===== src/rtl/uptr_pkg.sv =====
package uptr_pkg;
  localparam int ADDR_W = 24;
  localparam int DATA_W = 8;
  localparam int DISP_W = 2;
  localparam int NPORT  = 4;

  typedef enum logic [1:0] {
    PORT_EXT  = 2'd0,
    PORT_IRAM = 2'd1,
    PORT_XRAM = 2'd2,
    PORT_CODE = 2'd3
  } portSel_t;

  typedef struct packed {
    logic accept;
    logic finishBlock;
    logic finishAck;
    logic drive;
  } ctrlStrobe_t;
endpackage


===== src/rtl/uptr_decode.sv =====
module uptr_decode
  import uptr_pkg::*;
#(
  parameter int AW = ADDR_W,
  parameter int DW = DISP_W
) (
  input  logic [AW-1:0] ptr,
  input  logic [DW-1:0] disp,
  input  logic          isWrite,
  input  logic          wideEn,
  output portSel_t      sel,
  output logic [AW-2:0] offset,
  output logic          blocked
);
  localparam int OFF_W  = AW - 1;
  localparam int PAGE_W = AW - 1 - 16;
  localparam logic [PAGE_W-1:0] INT_PAGE = {PAGE_W{1'b1}};

  logic [AW-1:0]     effAddr;
  logic [PAGE_W-1:0] page;
  logic              isCode;
  logic              isInt;

  always_comb begin
    effAddr = ptr + AW'(disp);
    isCode  = effAddr[AW-1];
    page    = effAddr[AW-2:16];
    isInt   = !isCode && (page == INT_PAGE);

    if (isCode) begin
      sel    = PORT_CODE;
      offset = effAddr[AW-2:0];
    end else if (isInt && effAddr[15:8] == 8'h00) begin
      sel    = PORT_IRAM;
      offset = OFF_W'(effAddr[7:0]);
    end else if (isInt) begin
      sel    = PORT_XRAM;
      offset = OFF_W'(effAddr[15:0]);
    end else begin
      sel    = PORT_EXT;
      offset = effAddr[AW-2:0];
    end

    blocked = (isCode && isWrite) ||
              (!wideEn && !isInt && (page != '0));
  end
endmodule


===== src/rtl/uptr_datapath.sv =====
module uptr_datapath
  import uptr_pkg::*;
#(
  parameter int AW = ADDR_W,
  parameter int BW = DATA_W,
  parameter int DW = DISP_W,
  parameter int NP = NPORT
) (
  input  logic             clk,
  input  logic             rstN,
  input  logic             wideEn,
  input  logic             reqWrite,
  input  logic [AW-1:0]    reqPtr,
  input  logic [DW-1:0]    reqDisp,
  input  logic [BW-1:0]    reqWdata,
  input  ctrlStrobe_t      strb,
  output logic             blockedNow,
  output logic             ackHit,
  output logic             rspDone,
  output logic             rspBlocked,
  output logic [BW-1:0]    rspData,
  output logic [NP-1:0]    dnReq,
  input  logic [NP-1:0]    dnAck,
  output logic             dnWe,
  output logic [AW-2:0]    dnAddr,
  output logic [BW-1:0]    dnWdata,
  input  logic [NP*BW-1:0] dnRdata,
  input  logic [AW-1:0]    incPtr,
  input  logic [1:0]       incImm,
  output logic [AW-1:0]    incResult
);
  portSel_t      decSel;
  logic [AW-2:0] decOffset;

  portSel_t      curSel;
  logic [AW-2:0] curAddr;
  logic          curWe;
  logic [BW-1:0] curWdata;
  logic [BW-1:0] laneData;

  uptr_decode #(.AW(AW), .DW(DW)) u_dec (
    .ptr     (reqPtr),
    .disp    (reqDisp),
    .isWrite (reqWrite),
    .wideEn  (wideEn),
    .sel     (decSel),
    .offset  (decOffset),
    .blocked (blockedNow)
  );

  always_ff @(posedge clk) begin
    if (!rstN) begin
      curSel   <= PORT_EXT;
      curAddr  <= '0;
      curWe    <= 1'b0;
      curWdata <= '0;
    end else if (strb.accept && !blockedNow) begin
      curSel   <= decSel;
      curAddr  <= decOffset;
      curWe    <= reqWrite;
      curWdata <= reqWdata;
    end
  end

  always_comb begin
    laneData = dnRdata[int'(curSel)*BW +: BW];
    ackHit   = dnAck[int'(curSel)];
  end

  always_ff @(posedge clk) begin
    if (!rstN) begin
      rspDone    <= 1'b0;
      rspBlocked <= 1'b0;
      rspData    <= '1;
    end else begin
      rspDone    <= strb.finishBlock || strb.finishAck;
      rspBlocked <= strb.finishBlock;
      if (strb.finishBlock)
        rspData <= '1;
      else if (strb.finishAck)
        rspData <= laneData;
    end
  end

  for (genvar p = 0; p < NP; p++) begin : g_req
    assign dnReq[p] = strb.drive && (int'(curSel) == p);
  end

  assign dnWe      = curWe;
  assign dnAddr    = curAddr;
  assign dnWdata   = curWdata;
  assign incResult = incPtr + AW'(incImm) + AW'(1);
endmodule


===== src/rtl/uptr_ctrl.sv =====
module uptr_ctrl
  import uptr_pkg::*;
(
  input  logic        clk,
  input  logic        rstN,
  input  logic        reqValid,
  input  logic        blockedNow,
  input  logic        ackHit,
  output logic        reqReady,
  output ctrlStrobe_t strb
);
  typedef enum logic {ST_IDLE, ST_WAIT} state_t;
  state_t state, stateNext;

  always_comb begin
    strb.accept      = (state == ST_IDLE) && reqValid;
    strb.finishBlock = strb.accept && blockedNow;
    strb.drive       = (state == ST_WAIT);
    strb.finishAck   = (state == ST_WAIT) && ackHit;
    reqReady         = (state == ST_IDLE);

    stateNext = state;
    if (strb.accept && !blockedNow) stateNext = ST_WAIT;
    else if (strb.finishAck)        stateNext = ST_IDLE;
  end

  always_ff @(posedge clk) begin
    if (!rstN) state <= ST_IDLE;
    else       state <= stateNext;
  end
endmodule


===== src/rtl/uptr_router.sv =====
module uptr_router
  import uptr_pkg::*;
#(
  parameter int AW = ADDR_W,
  parameter int BW = DATA_W,
  parameter int DW = DISP_W,
  parameter int NP = NPORT
) (
  input  logic             clk,
  input  logic             rstN,
  input  logic             wideEn,
  input  logic             reqValid,
  output logic             reqReady,
  input  logic             reqWrite,
  input  logic [AW-1:0]    reqPtr,
  input  logic [DW-1:0]    reqDisp,
  input  logic [BW-1:0]    reqWdata,
  output logic             rspDone,
  output logic             rspBlocked,
  output logic [BW-1:0]    rspData,
  output logic [NP-1:0]    dnReq,
  input  logic [NP-1:0]    dnAck,
  output logic             dnWe,
  output logic [AW-2:0]    dnAddr,
  output logic [BW-1:0]    dnWdata,
  input  logic [NP*BW-1:0] dnRdata,
  input  logic [AW-1:0]    incPtr,
  input  logic [1:0]       incImm,
  output logic [AW-1:0]    incResult
);
  ctrlStrobe_t strb;
  logic        blockedNow;
  logic        ackHit;

  uptr_ctrl u_ctrl (
    .clk        (clk),
    .rstN       (rstN),
    .reqValid   (reqValid),
    .blockedNow (blockedNow),
    .ackHit     (ackHit),
    .reqReady   (reqReady),
    .strb       (strb)
  );

  uptr_datapath #(.AW(AW), .BW(BW), .DW(DW), .NP(NP)) u_dp (
    .clk        (clk),
    .rstN       (rstN),
    .wideEn     (wideEn),
    .reqWrite   (reqWrite),
    .reqPtr     (reqPtr),
    .reqDisp    (reqDisp),
    .reqWdata   (reqWdata),
    .strb       (strb),
    .blockedNow (blockedNow),
    .ackHit     (ackHit),
    .rspDone    (rspDone),
    .rspBlocked (rspBlocked),
    .rspData    (rspData),
    .dnReq      (dnReq),
    .dnAck      (dnAck),
    .dnWe       (dnWe),
    .dnAddr     (dnAddr),
    .dnWdata    (dnWdata),
    .dnRdata    (dnRdata),
    .incPtr     (incPtr),
    .incImm     (incImm),
    .incResult  (incResult)
  );
endmodule


===== config.mk =====
export PLATFORM = sky130hd
export DESIGN_NAME = uptr_router
export DESIGN_NICKNAME = d
export VERILOG_FILES = /design/src/rtl/uptr_pkg.sv /design/src/rtl/uptr_decode.sv /design/src/rtl/uptr_datapath.sv /design/src/rtl/uptr_ctrl.sv /design/src/rtl/uptr_router.sv
export SDC_FILE = /design/constraint.sdc
export NUM_CORES = 1
export LEC_CHECK = 0
export ABC_AREA = 1
export BUFFER_PORTS_ARGS = -buffer_cell sky130_fd_sc_hd__buf_2
export CAP_MARGIN = 40
export CORE_UTILIZATION = 47
export DETAILED_ROUTE_END_ITERATION = 12
export GPL_TIMING_DRIVEN = 0
export PLACE_DENSITY = 0.82
export SYNTH_ARGS = -nofsm -noshare
export SYNTH_HDL_FRONTEND = slang
export SYNTH_SLANG_ARGS = --single-unit

===== constraint.sdc =====
create_clock -name clk -period 2.96 [get_ports clk]
set_input_delay 0.296 -clock clk [delete_from_list [all_inputs] [get_ports clk]]
set_output_delay 0.296 -clock clk [all_outputs]
set_load 0.01 [all_outputs]

**Word-level counts from Yosys, hierarchy flattened**

Index checks and enable logic that the tools add are counted.

- Add/subtract/negate cells: 3
- $lt $le $gt $ge: 1
- Eq/ne operators: 4
- Shift-type cells: 1
- Muxes and demuxes: 10
- Bitwise logic cells: 2
- Reduce and logical (&&, ||, !) cells: 24

Operator list:

| cell | number |
|---|---|
| 23-bit two-way mux | 3 |
| 24-bit by 2-bit adder with 24-bit output | 2 |
| 32-bit by 6-bit indexed part select with 8-bit output | 1 |
| 24-bit by 1-bit adder with 24-bit output, second input constant | 1 |
| 1-bit logical AND | 13 |
| 8-bit logical NOT | 1 |
| 7-bit == test, second input constant | 1 |
| 7-bit nonzero test | 1 |
| 2-bit two-way mux | 3 |
| 2-bit == test, second input constant | 2 |
| 1-bit logical NOT | 4 |
| 2-bit by 3-bit less-than comparator with 1-bit output, second input constant | 1 |
| 1-bit two-way mux | 3 |
| 1-bit binary-select mux with 2-bit select | 1 |
| 2-bit by 1-bit == test with 1-bit output, second input constant | 1 |
| 2-bit logical NOT | 1 |
| 1-bit logical OR | 2 |
| 1-bit NOT | 2 |
| 2-bit nonzero test | 1 |
| 2-bit OR reduction | 1 |

- Flip-flop bits (word level): 45
- Input bits: 101
- Output and inout port bits: 71
- Word-level logic and storage cells: 53

**Logic depth before layout (Yosys ltp)**

Gate-level depths: netlist (run 1).

- Depth in word-level cells: 10
- Depth in mapped cells: 20
- Gate-level depth less buffers: 19

**By module**

A second synthesis (run 1) with hierarchy kept.

- Cell total of the unflattened synthesis: 587
- Area, all modules: 3488.3 um^2

Modules (own cells, without submodules):

| module | instances | cells an instance | area each (um^2) | seq. area each (um^2) |
|---|---|---|---|---|
| uptr_datapath | 1 | 393 | 2513.7 | 880.8 |
| uptr_decode | 1 | 182 | 903.4 | 0.0 |
| uptr_ctrl | 1 | 12 | 71.3 | 20.0 |

**Worst setup path after synthesis (run 1)**

Ideal clock, no wire load.

- Kind: input port to output port
- Start: in incPtr[0]
- End: out incResult[22]
- Arrival: 2.317 ns
- Data required time: 2.664 ns
- Path slack: 0.347 ns
- Stages on the path: 16
- Path buffers: 0
- Cells stage by stage: inv_1 -> ha_1 -> inv_1 -> fa_1 -> nand3_1 -> nor3_1 -> nand2_1 -> nor2_1 -> nand2_1 -> nor2_1 -> nand2_1 -> inv_1 -> nand2_1 -> nor3_1 -> nand2_1 -> xnor2_1

- Cells in the longest elaborated chain, start to end: 2

RTL lines:

| item | line | source |
|---|---|---|
| start, declared | uptr_router.sv:27 | `input logic [AW-1:0] incPtr,` |
| 24-bit by 2-bit adder with 24-bit output | uptr_datapath.sv:92 | `assign incResult = incPtr + AW'(incImm) + AW'(1);` |
| 24-bit by 1-bit adder with 24-bit output | uptr_datapath.sv:92 |  |
| end, declared | uptr_router.sv:29 | `output logic [AW-1:0] incResult` |

Every way passes these cells.

**Final worst setup path (run 1)**

- Start: in incPtr[0]
- End: out incResult[20]

Same word-level chain as after synthesis.

==> results.sh, run 1 <==
export IMPL_crit_path_start_kind="input pin"
export IMPL_grt_usage_pct=25.2
export IMPL_finClkSkew_ns=0.00505
export IMPL_remaining_drc_errors=0
export IMPL_p_leak_nw=2.56
export IMPL_synth_area_per_cell_um2=5.95
export IMPL_vias_per_cell=4.74
export IMPL_drv_slew=0
export IMPL_stdcell_area_um2=4650
export IMPL_antenna_found_initial=0
export IMPL_clk_latency_ns=0.29
export IMPL_maxCapViolCount=0
export IMPL_yosysTopAreaCell="dfxtp_1"
export IMPL_antenna_left=0
export IMPL_relSlewSlack_pct=47.2
export IMPL_layout_commonest_cell="buf_2"
export IMPL_netlist_area_leader_share_pct=25.7
export IMPL_fin_ws_ns=0.186
export IMPL_powerDensity_nw_per_um2=334
export IMPL_cp_top_family="simple AND/OR/NAND/NOR gates"
export IMPL_power_switching_mw=0.508
export IMPL_io_pins=172
export IMPL_route_vias_total=4128
export IMPL_endpoint_kind="output port"
export IMPL_wl_per_cell_um=11.7
export IMPL_hold_viol_final=0
export IMPL_final_seq_area_um2=901
export IMPL_root_buffer="clkbuf_8"
export IMPL_numCtsBuffers=5
export IMPL_pwr_share_comb_pct=30.8
export IMPL_setup_violations=0
export IMPL_synth_area_leaders="dfxtp_1, nand2_1, inv_1"
export IMPL_num_rows=31
export IMPL_num_fill_cells=718
export IMPL_clockPowerShare_pct=26.5
export IMPL_path_class="input pin to output port"
export IMPL_vdd_drop_max_v=0.000228
export IMPL_p_sw_share_pct=32.7
export IMPL_cp_cell_sequence="buf_2 -> inv_1 -> ha_1 -> inv_1 -> fa_2 -> nand3_2 -> nor3_4 -> nand2_2 -> nor2_4 -> nand2_2 -> nor2_2 -> nand2_1 -> inv_2 -> nand2_1 -> nor3_2 -> buf_4 -> xor2_1 -> buf_2"
export IMPL_fin_setup_tns_ns=0
export IMPL_diodes=0
export IMPL_grt_max_degree=14
export IMPL_place_ws_ns=-0.115
export IMPL_initial_utilization_pct=48.6
export IMPL_final_cell_mix="buf_2, nand2_1, inv_1, nor2_1, dfxtp_1"
export IMPL_crit_buf_inv=6
export IMPL_dp_hpwl_um=8400
export IMPL_hp_class="input pin to flop"
export IMPL_portBuffers=170
export IMPL_postPlaceCellArea_um2=4480
export IMPL_fin_worst_hold_slack_ns=0.224
export IMPL_first_iter_violations=115
export IMPL_cts_path_max_buffers=2
export IMPL_syn_to_final_growth_pct=32.7
export IMPL_synth_seq_cells=45
export IMPL_wl_um=10200
export IMPL_critPathMaxFanout=3
export IMPL_seq_area_frac_synth_pct=25.7
export IMPL_ctsHoldBuffers=0
export IMPL_die_area_um2=7810
export IMPL_ys_warn_count=0
export IMPL_drt_pass1_iterations=4
export IMPL_required_ns=2.66
export IMPL_tightest_slew_ns=0.789
export IMPL_nets=877
export IMPL_timing_fmax_ghz=0.360
export IMPL_min_period_ns=2.77
export IMPL_cts_tree="built"
export IMPL_grt_pass1_wl_um=15700
export IMPL_grt_overflow=0
export IMPL_slowest_delay_ns=0.23
export IMPL_syn_area_um2=3510
export IMPL_routabilityCongestion=0.914
export IMPL_power_frac_seq_pct=42.7
export IMPL_multiInputGateArea_um2=2160
export IMPL_critical_path_arrival_ns=2.48
export IMPL_clkSinkCount=45
export IMPL_die_h_um=88.4
export IMPL_grt_pass1_vias=3630
export IMPL_drive_above_1_share_pct=28.8
export IMPL_htree_num_levels=2
export IMPL_synth_cell_type_count=30
export IMPL_path_clk_slew_ns=0.08
export IMPL_chipWidth_um=88.4
export IMPL_core_area_um2=7210
export IMPL_period_share_pct=93.7
export IMPL_status="completed"
export IMPL_syn_nets=696
export IMPL_p_int_mw=1.05
export IMPL_power_mw=1.56
export IMPL_cp_slowest_cell="fa_2"
export IMPL_synth_cells=589
[path summary, 6_finish.rpt]
path / startpoint / to / slack (ns) / cells after the start
setup / recovery: incPtr[0] / incResult[20] / 0.19 / 18
hold reg to reg: u_dp.dnAddr[16]$_SDFFE_PN0P_ / u_dp.dnAddr[16]$_SDFFE_PN0P_ / 0.51 / 4
hold / removal: reqWdata[3] / u_dp.dnWdata[3]$_SDFFE_PN0P_ / 0.22 / 3
setup reg to reg: u_dp.curSel[1]$_SDFFE_PN0P_ / u_dp.rspData[0]$_SDFFE_PP1P_ / 0.81 / 10
[routing by layer]
layer | share of wire, % | up-vias | routed length (um) | GRT usage (%)
met3 | 5.6 | 10 | 570 | 3.54
li1 | - | 2166 | - | -
met5 | 0 | - | 0 | 0
met1 | 44 | 1814 | 4430 | 29.8
met2 | 50 | 138 | 5040 | 48.1
met4 | 1.1 | 0 | 111 | 4.99
[through the flow]
step                      utilization [%]  cells
after floorplan                         -    589
after global placement               62.1    858
after detailed placement             62.1    858
after CTS                            63.6    866
after global routing                 64.5    870
final                                64.5    870
[layout make-up]
| type | count | area share [%] |
|---|---|---|
| clock inverter | 1 | 0.108 |
| tap | 99 | 2.66 |
| sequential | 45 | 19.4 |
| multi-input combinational | 425 | 46.4 |
| buffer | 18 | 2.26 |
| inverter | 101 | 8.15 |
| clock buffer | 7 | 2.07 |
| timing repair buffer | 174 | 18.9 |
[power by group through the flow]
stage                     combinational, mW  clock [mW]  sequential, mW
after floorplan                       0.252           0           0.692
after global placement                0.461           0           0.676
after detailed placement              0.472           0           0.678
after CTS                             0.475       0.422           0.664
after global routing                  0.539       0.440           0.668
final                                 0.479       0.413           0.664
[worst reg2reg max path: stages, from the launching register on]
cell      delay, ns
dfxtp_1        0.41
inv_1          0.09
nor2_1         0.45
nand2_1        0.11
nand4_1        0.12
nand2_1        0.08
inv_1          0.19
clkbuf_1       0.31
nand2_1        0.09
o21ai_0        0.08
nand3_1        0.09
[state kept, by name (all words and copies together), names as in the netlist]
register and count:
u_dp.dnWe 1, u_dp.rspData 8, u_ctrl.state 1, u_dp.rspDone 1, u_dp.rspBlocked 1, u_dp.dnWdata 8
u_dp.dnAddr 23, u_dp.curSel 2
[kinds of logic after synthesis]
kind of cell / Yosys count / share of synthesized area (%)
adders and majority gates: 6 / 2.57
AOI/OAI and AO/OA: 21 / 3.64
and+or+nand+nor: 362 / 45.3
xor gates and xnor gates: 36 / 8.99
DFF: 45 / 25.7
buffers and inverters: 119 / 13.8
[what timing repair did]
item / 4_1_cts / 5_1_grt
resized for setup: 1 / 10
setup buffers: 0 / 4
pin swaps: 0 / 5
endpoints found under the setup margin: 1 / 2
[synth_stat cells]
master and instances:
or2_2 2, nand4_1 29, inv_2 7, fa_1 2
xor2_1 20, nand3_1 41, o21ai_0 11, buf_6 4
a22oi_1 6, inv_1 93, nand3_4 3, buf_1 1
nand2_1 174, nor2_4 2, ha_1 4, nand2_2 1
nor3_1 10, and2_1 1, xnor2_1 16, buf_4 1
nand3_2 1, clkbuf_1 9, a21oi_1 2, nor2_2 7
clkinv_1 1, dfxtp_1 45, nand2b_1 1, nor2_1 90
buf_2 3, a221oi_1 2
Note: power is estimated with default switching activity, not from simulation.
==> inputs of run 2 (changes only) <==
==> constraint.sdc (replaced) <==
create_clock -name clk -period 2.96 [get_ports clk]
set_input_delay 0.888 -clock clk [delete_from_list [all_inputs] [get_ports clk]]
set_output_delay 0.888 -clock clk [all_outputs]
set_load 0.01 [all_outputs]
==> run 2 against run 1 <==
  * The flow now finishes with violations (negative setup slack)
  * Utilization grew 14 points
  * Largest cell class unchanged
  * Hold slack better by 0.30 ns
  * Final area up 21%
  * Non-clock buffer count up 36
  * Final cell count up 4.3%
  * Via count increased by 12%
  * Critical path depth is the same
  * Critical endpoint is now incResult[22]
  * Combinational power rose by 35%
  * Die area unchanged
==> results.sh, run 2 (synthesis results as in run 1) <==
export IMPL_htree_num_levels=2
export IMPL_final_seq_area_um2=901
export IMPL_drt_pass1_iterations=5
export IMPL_dp_hpwl_um=8480
export IMPL_p_leak_nw=2.90
export IMPL_io_pins=172
export IMPL_fin_setup_tns_ns=-8.61
export IMPL_setup_violations=28
export IMPL_slowest_delay_ns=0.23
export IMPL_die_h_um=88.4
export IMPL_fin_ws_ns=-0.755
export IMPL_clk_latency_ns=0.30
export IMPL_relSlewSlack_pct=58.7
export IMPL_routabilityCongestion=0.864
export IMPL_hold_path_depth=4
export IMPL_grt_max_degree=15
export IMPL_grt_usage_pct=30.2
export IMPL_route_vias_total=4638
export IMPL_vdd_drop_max_v=0.000244
export IMPL_power_frac_seq_pct=35.7
export IMPL_status="finished, violations left"
export IMPL_rsz0062_at_grt="true"
export IMPL_cp_depth=18
export IMPL_grt_pass1_wl_um=18300
export IMPL_p_sw_share_pct=33.1
export IMPL_required_ns=2.07
export IMPL_finalNonFillerCells=907
export IMPL_hold_start="u_dp.dnAddr[1]$_SDFFE_PN0P_"
export IMPL_critPathMaxFanout=2
export IMPL_cp_top_family="simple AND/OR/NAND/NOR gates"
export IMPL_vias_per_cell=5.11
export IMPL_power_switching_mw=0.615
export IMPL_min_period_ns=3.71
export IMPL_period_share_pct=125
export IMPL_critical_path_arrival_ns=2.83
export IMPL_nets=914
export IMPL_path_class="input pin to output port"
export IMPL_layout_commonest_cell="buf_2"
export IMPL_cts_path_max_buffers=2
export IMPL_core_area_um2=7210
export IMPL_timing_fmax_ghz=0.269
export IMPL_grt_pass1_vias=4165
export IMPL_tightest_slew_ns=0.617
export IMPL_antenna_left=0
export IMPL_grt_overflow=0
export IMPL_syn_to_final_growth_pct=60.7
export IMPL_path_clk_slew_ns=0.08
export IMPL_diodes=0
export IMPL_root_buffer="clkbuf_8"
export IMPL_final_cell_mix="buf_2, nand2_1, inv_1, nor2_1, dfxtp_1"
export IMPL_cp_cell_sequence="buf_8 -> inv_12 -> ha_4 -> inv_2 -> fa_2 -> nand3_4 -> nor3_4 -> nand2_2 -> nor2_4 -> nand2_2 -> nor2_4 -> nand2_2 -> inv_2 -> nand2_4 -> nor3_4 -> nand2_2 -> xnor2_2 -> buf_2"
export IMPL_cpMostUsedCell="nand2_2"
export IMPL_maxCapViolCount=0
export IMPL_drive_above_1_share_pct=45.3
export IMPL_antenna_found_initial=0
export IMPL_hp_class="flop to flop"
export IMPL_wl_um=13200
export IMPL_clkSinkCount=45
export IMPL_largest_reg_flops=23
export IMPL_numCtsBuffers=5
export IMPL_num_fill_cells=490
export IMPL_r2r_start="u_dp.curSel[0]$_SDFFE_PN0P_"
export IMPL_initial_utilization_pct=48.6
export IMPL_clockPowerShare_pct=29.6
export IMPL_multiInputGateArea_um2=2670
export IMPL_fin_worst_hold_slack_ns=0.522
export IMPL_reg2reg_to="u_dp.rspData[3]$_SDFFE_PP1P_"
export IMPL_utilization_pct=78.1
export IMPL_crit_path_start_kind="input pin"
export IMPL_hold_viol_final=0
export IMPL_cts_tree="built"
export IMPL_dp_cells=858
export IMPL_chipWidth_um=88.4
export IMPL_drv_slew=0
export IMPL_first_iter_violations=190
export IMPL_die_area_um2=7810
export IMPL_worstHoldEndpoint="u_dp.dnAddr[1]$_SDFFE_PN0P_"
export IMPL_violations="negative setup slack"
export IMPL_remaining_drc_errors=0
export IMPL_r2r_slack_ns=0.79
export IMPL_cp_slowest_cell="fa_2"
export IMPL_pwr_share_comb_pct=34.7
export IMPL_endpoint_kind="output port"
export IMPL_portBuffers=170
export IMPL_reg2reg_depth=10
export IMPL_finClkSkew_ns=0.00388
export IMPL_power_mw=1.86
export IMPL_num_rows=31
export IMPL_powerDensity_nw_per_um2=330
export IMPL_wl_per_cell_um=14.5
export IMPL_crit_buf_inv=5
export IMPL_p_int_mw=1.24
run 2: cell count changes in the layout (fill, tap and decap cells not counted), sizes merged:
cell / delta
nand3: +1
clkbuf: -1
buf: +35
bufinv: +2
run 2: worst min-delay path: stages, from the launching register on:
cell	delay (ns)
dfxtp_1	0.31
inv_1	0.05
nand2_1	0.05
nand2_1	0.05
nor2_1	0.03
run 2: how the worst max path moves through the flow:
stage | startpoint | end | slack [ns]
floorplan | incPtr[0] | incResult[22] | -0.51
global placement | incPtr[0] | incResult[22] | -0.91
detailed placement | incPtr[0] | incResult[22] | -0.96
CTS | incPtr[0] | incResult[22] | -0.80
global route | incPtr[0] | incResult[22] | -0.87
finish | incPtr[0] | incResult[22] | -0.75
run 2: timing repair:
action / 4_1_cts / 5_1_grt
setup endpoints to repair: 62 / 66
pin swaps: 60 / 39
hold endpoints to repair: 0 / 0
setup buffers: 29 / 11
hold buffers: 0 / 0
cloned: 6 / 0
resized for setup: 83 / 72
run 2: final cells by class:
type	instances	area share, %
Multi-Input combinational cell	426	47.4
Timing Repair Buffer	210	22.8
Sequential cell	45	16.0
Inverter	101	7.04
Tap cell	99	2.20
Buffer	18	2.15
Clock buffer	5	1.22
Clock inverter	3	1.15
run 2: per-stage QoR:
step | worst slack [ns] | area, um^2
final | -0.755 | 5640
after detailed placement | -0.957 | 4640
after floorplan | -0.512 | 3660
after global placement | -0.906 | 4640
after global routing | -0.868 | 5640
after CTS | -0.795 | 5360
run 2: power by group through the flow:
stage | Combinational, mW | Clock, mW | Sequential [mW]
after floorplan | 0.267 | 0 | 0.692
after global placement | 0.481 | 0 | 0.674
after detailed placement | 0.494 | 0 | 0.676
after CTS | 0.572 | 0.552 | 0.662
after global routing | 0.695 | 0.580 | 0.667
final | 0.645 | 0.550 | 0.664
run 2: layer usage:
layer,up-vias,wire length [um],global-route usage (%)
li1,2255,-,-
met1,2083,4920,31.3
met2,237,6750,59.6
met3,63,889,4.85
met4,0,622,12.2
met5,-,0,0
==> inputs of run 3 (changes only) <==
--- a/config.mk
+++ b/config.mk
@@ -14,4 +14,5 @@
 export PLACE_DENSITY = 0.82
 export SYNTH_ARGS = -nofsm -noshare
 export SYNTH_HDL_FRONTEND = slang
+export SYNTH_HIERARCHICAL = 1
 export SYNTH_SLANG_ARGS = --single-unit
==> run 3 against run 2 <==
  * The flow still finishes with violations (negative setup slack)
  * Sequential power increased by 0.6%
  * Fmax increased by 16%
  * Via count increased by 3.2%
  * Area after synthesis decreased by 0.50%
  * Final cell count decreased by 1.3%
  * Critical path type is now input pin to flop
  * Critical path depth increased by 1
  * Largest power group unchanged
==> results.sh, run 3 <==
export IMPL_largest_reg_flops=23
export IMPL_syn_area_um2=3490
export IMPL_grt_max_degree=18
export IMPL_final_cell_mix="buf_2, nand2_1, nor2_1, dfxtp_1, nor2_4"
export IMPL_cp_top_family="simple AND/OR/NAND/NOR gates"
export IMPL_cpMostUsedCell="nor2_4"
export IMPL_htree_num_levels=2
export IMPL_grt_overflow=0
export IMPL_finClkSkew_ns=0.0159
export IMPL_required_ns=3.18
export IMPL_synth_cells=587
export IMPL_cp_cell_sequence="buf_6 -> ha_4 -> inv_2 -> fa_2 -> nor2_4 -> nand3_4 -> nor2_4 -> nand3_2 -> nand2_2 -> nand2_2 -> nor2_2 -> nand2_1 -> nand3_2 -> nand2_4 -> nor2_4 -> clkinv_4 -> clkbuf_16 -> nor2_4 -> nor2_2"
export IMPL_drt_pass1_iterations=5
export IMPL_crit_buf_inv=4
export IMPL_seq_area_frac_synth_pct=25.8
export IMPL_antenna_left=0
export IMPL_remaining_drc_errors=0
export IMPL_status="finished, violations left"
export IMPL_yosys_area_share_simple_pct=50.5
export IMPL_layout_commonest_cell="buf_2"
export IMPL_crit_path_start_kind="input pin"
export IMPL_finalNonFillerCells=895
export IMPL_netlist_area_leader_share_pct=25.8
export IMPL_path_clk_slew_ns=0.10
export IMPL_num_fill_cells=533
export IMPL_powerDensity_nw_per_um2=314
export IMPL_nets=902
export IMPL_syn_to_final_growth_pct=57.3
export IMPL_root_buffer="clkbuf_8"
export IMPL_timing_fmax_ghz=0.312
export IMPL_initial_utilization_pct=48.4
export IMPL_io_pins=172
export IMPL_route_vias_total=4788
export IMPL_synthArstFlopShare_pct=0
export IMPL_grt_usage_pct=26.9
export IMPL_hold_viol_final=0
export IMPL_clk_latency_ns=0.32
export IMPL_relSlewSlack_pct=62.0
export IMPL_clkSinkCount=45
export IMPL_ys_warn_count=6
export IMPL_maxCapViolCount=0
export IMPL_synth_cell_type_count=31
export IMPL_endpoint_kind="flop"
export IMPL_diodes=0
export IMPL_synth_flop_cell="dfxtp_1"
export IMPL_synthAdderAreaFrac_pct=2.58
export IMPL_slowest_delay_ns=0.38
export IMPL_synth_area_per_cell_um2=5.94
export IMPL_synthMuxAreaShare_pct=0
export IMPL_dp_cells=857
export IMPL_tightest_slew_ns=0.565
export IMPL_critPathMaxFanout=6
export IMPL_die_h_um=88.2
export IMPL_grt_pass1_wl_um=16500
export IMPL_synth_area_leaders="dfxtp_1, nand2_1, nor2_1"
export IMPL_grt_pass1_vias=3780
export IMPL_chipWidth_um=88.2
export IMPL_rsz0062_at_grt="true"
export IMPL_postPlaceCellArea_um2=4590
export IMPL_routabilityCongestion=0.921
export IMPL_synth_top_family_by_area="simple AND/OR/NAND/NOR gates"
export IMPL_num_rows=31
export IMPL_fin_ws_ns=-0.241
export IMPL_yosysMostFrequentCell="nand2_1"
export IMPL_ctsHoldBuffers=0
export IMPL_drv_slew=0
export IMPL_die_area_um2=7770
export IMPL_period_share_pct=108
export IMPL_drive_above_1_share_pct=44.7
export IMPL_numCtsBuffers=5
export IMPL_dp_hpwl_um=8480
export IMPL_min_period_ns=3.20
export IMPL_synth_compound_area_share_pct=7.35
export IMPL_portBuffers=171
export IMPL_synthTopCellsByCount="nand2_1, nor2_1, dfxtp_1, inv_1, o21ai_0"
export IMPL_first_iter_violations=318
export IMPL_synth_seq_cells=45
export IMPL_cp_slowest_cell="fa_2"
export IMPL_p_leak_nw=2.61
export IMPL_setup_violations=52
export IMPL_cts_path_max_buffers=2
export IMPL_wl_per_cell_um=14.7
export IMPL_violations="negative setup slack"
export IMPL_vdd_drop_max_v=0.000282
export IMPL_hp_class="flop to flop"
export IMPL_antenna_found_initial=0
export IMPL_fin_setup_tns_ns=-7.60
export IMPL_cts_tree="built"
export IMPL_critical_path_arrival_ns=3.42
export IMPL_synth_edf_count=0
export IMPL_synth_xor_area_share_pct=6.28
export IMPL_vias_per_cell=5.35
export IMPL_yosysTopAreaCell="dfxtp_1"
export IMPL_core_area_um2=7210
export IMPL_stdcell_area_um2=5490
export IMPL_utilization_pct=76.0
export IMPL_syn_nets=694
export IMPL_path_class="input pin to flop"
export IMPL_place_ws_ns=-0.509
export IMPL_wl_um=13100
[run 3: routing by layer]
layer	routed length, um	track usage [%]	up-vias
li1	-	-	2252
met1	4880	32.2	2180
met2	6590	47.4	299
met3	1100	4.81	57
met4	546	11.1	0
met5	0	0	-
[run 3: logic make-up (layout without fill, tap and decap cells)]
logic type                 count (synthesis)  count (layout)
AOI/OAI and AO/OA                         50              50
xor gates and xnor gates                  25              25
adders and majority gates                  6               6
buffers and inverters                     66             275
DFF                                       45              45
and+or+nand+nor                          395             395
[run 3: tightest hold or removal path, delay by kind of cell (launching register included)]
kind | cells | cell delay, ns
compound gates | 1 | 0.05
flops | 1 | 0.35
simple gates | 1 | 0.04
[run 3: final timing paths]
kind	startpoint	end	slack, ns	cells past startpoint
setup / recovery	reqDisp[0]	u_dp/dnAddr[14]$_SDFFE_PN0P_	-0.24	19
hold / removal	u_dp/rspData[7]$_SDFFE_PP1P_	u_dp/rspData[7]$_SDFFE_PP1P_	0.47	2
hold reg to reg	u_dp/rspData[7]$_SDFFE_PP1P_	u_dp/rspData[7]$_SDFFE_PP1P_	0.47	2
setup reg to reg	u_dp/curSel[0]$_SDFFE_PN0P_	u_dp/rspData[7]$_SDFFE_PP1P_	0.72	11
[run 3: stage by stage]
step           power, mW  hold slack, ns
6_report            1.72           0.473
5_1_grt             1.80           0.497
4_1_cts             1.59           0.469
3_5_place_dp        1.15           0.447
3_3_place_gp        1.13           0.444
2_1_floorplan      0.940           0.507
[run 3: final cells by class]
| cell class | count | area (um^2) | area share (%) |
|---|---|---|---|
| Timing Repair Buffer | 200 | 1180 | 21.6 |
| Sequential cell | 45 | 901 | 16.4 |
| Tap cell | 99 | 124 | 2.26 |
| Inverter | 52 | 223 | 4.06 |
| Timing Repair inverter | 1 | 6.26 | 0.114 |
| Clock buffer | 5 | 68.8 | 1.25 |
| Buffer | 14 | 120 | 2.19 |
| Clock inverter | 3 | 28.8 | 0.525 |
| Multi-Input combinational cell | 476 | 2830 | 51.6 |
[run 3: timing repair]
| item | in CTS | in global routing |
|---|---|---|
| endpoints found under the setup margin | 52 | 58 |
| setup buffers | 12 | 12 |
| gates resized for setup | 17 | 134 |
| gates cloned | 0 | 6 |
| pin swaps | 16 | 58 |
| endpoints found under the hold margin | 0 | 0 |
[run 3: power by group]
group	leakage [nW]	switching [mW]	internal, mW
sequential	0.369	0.0227	0.645
clock	0.0511	0.258	0.179
combinational	2.19	0.358	0.258
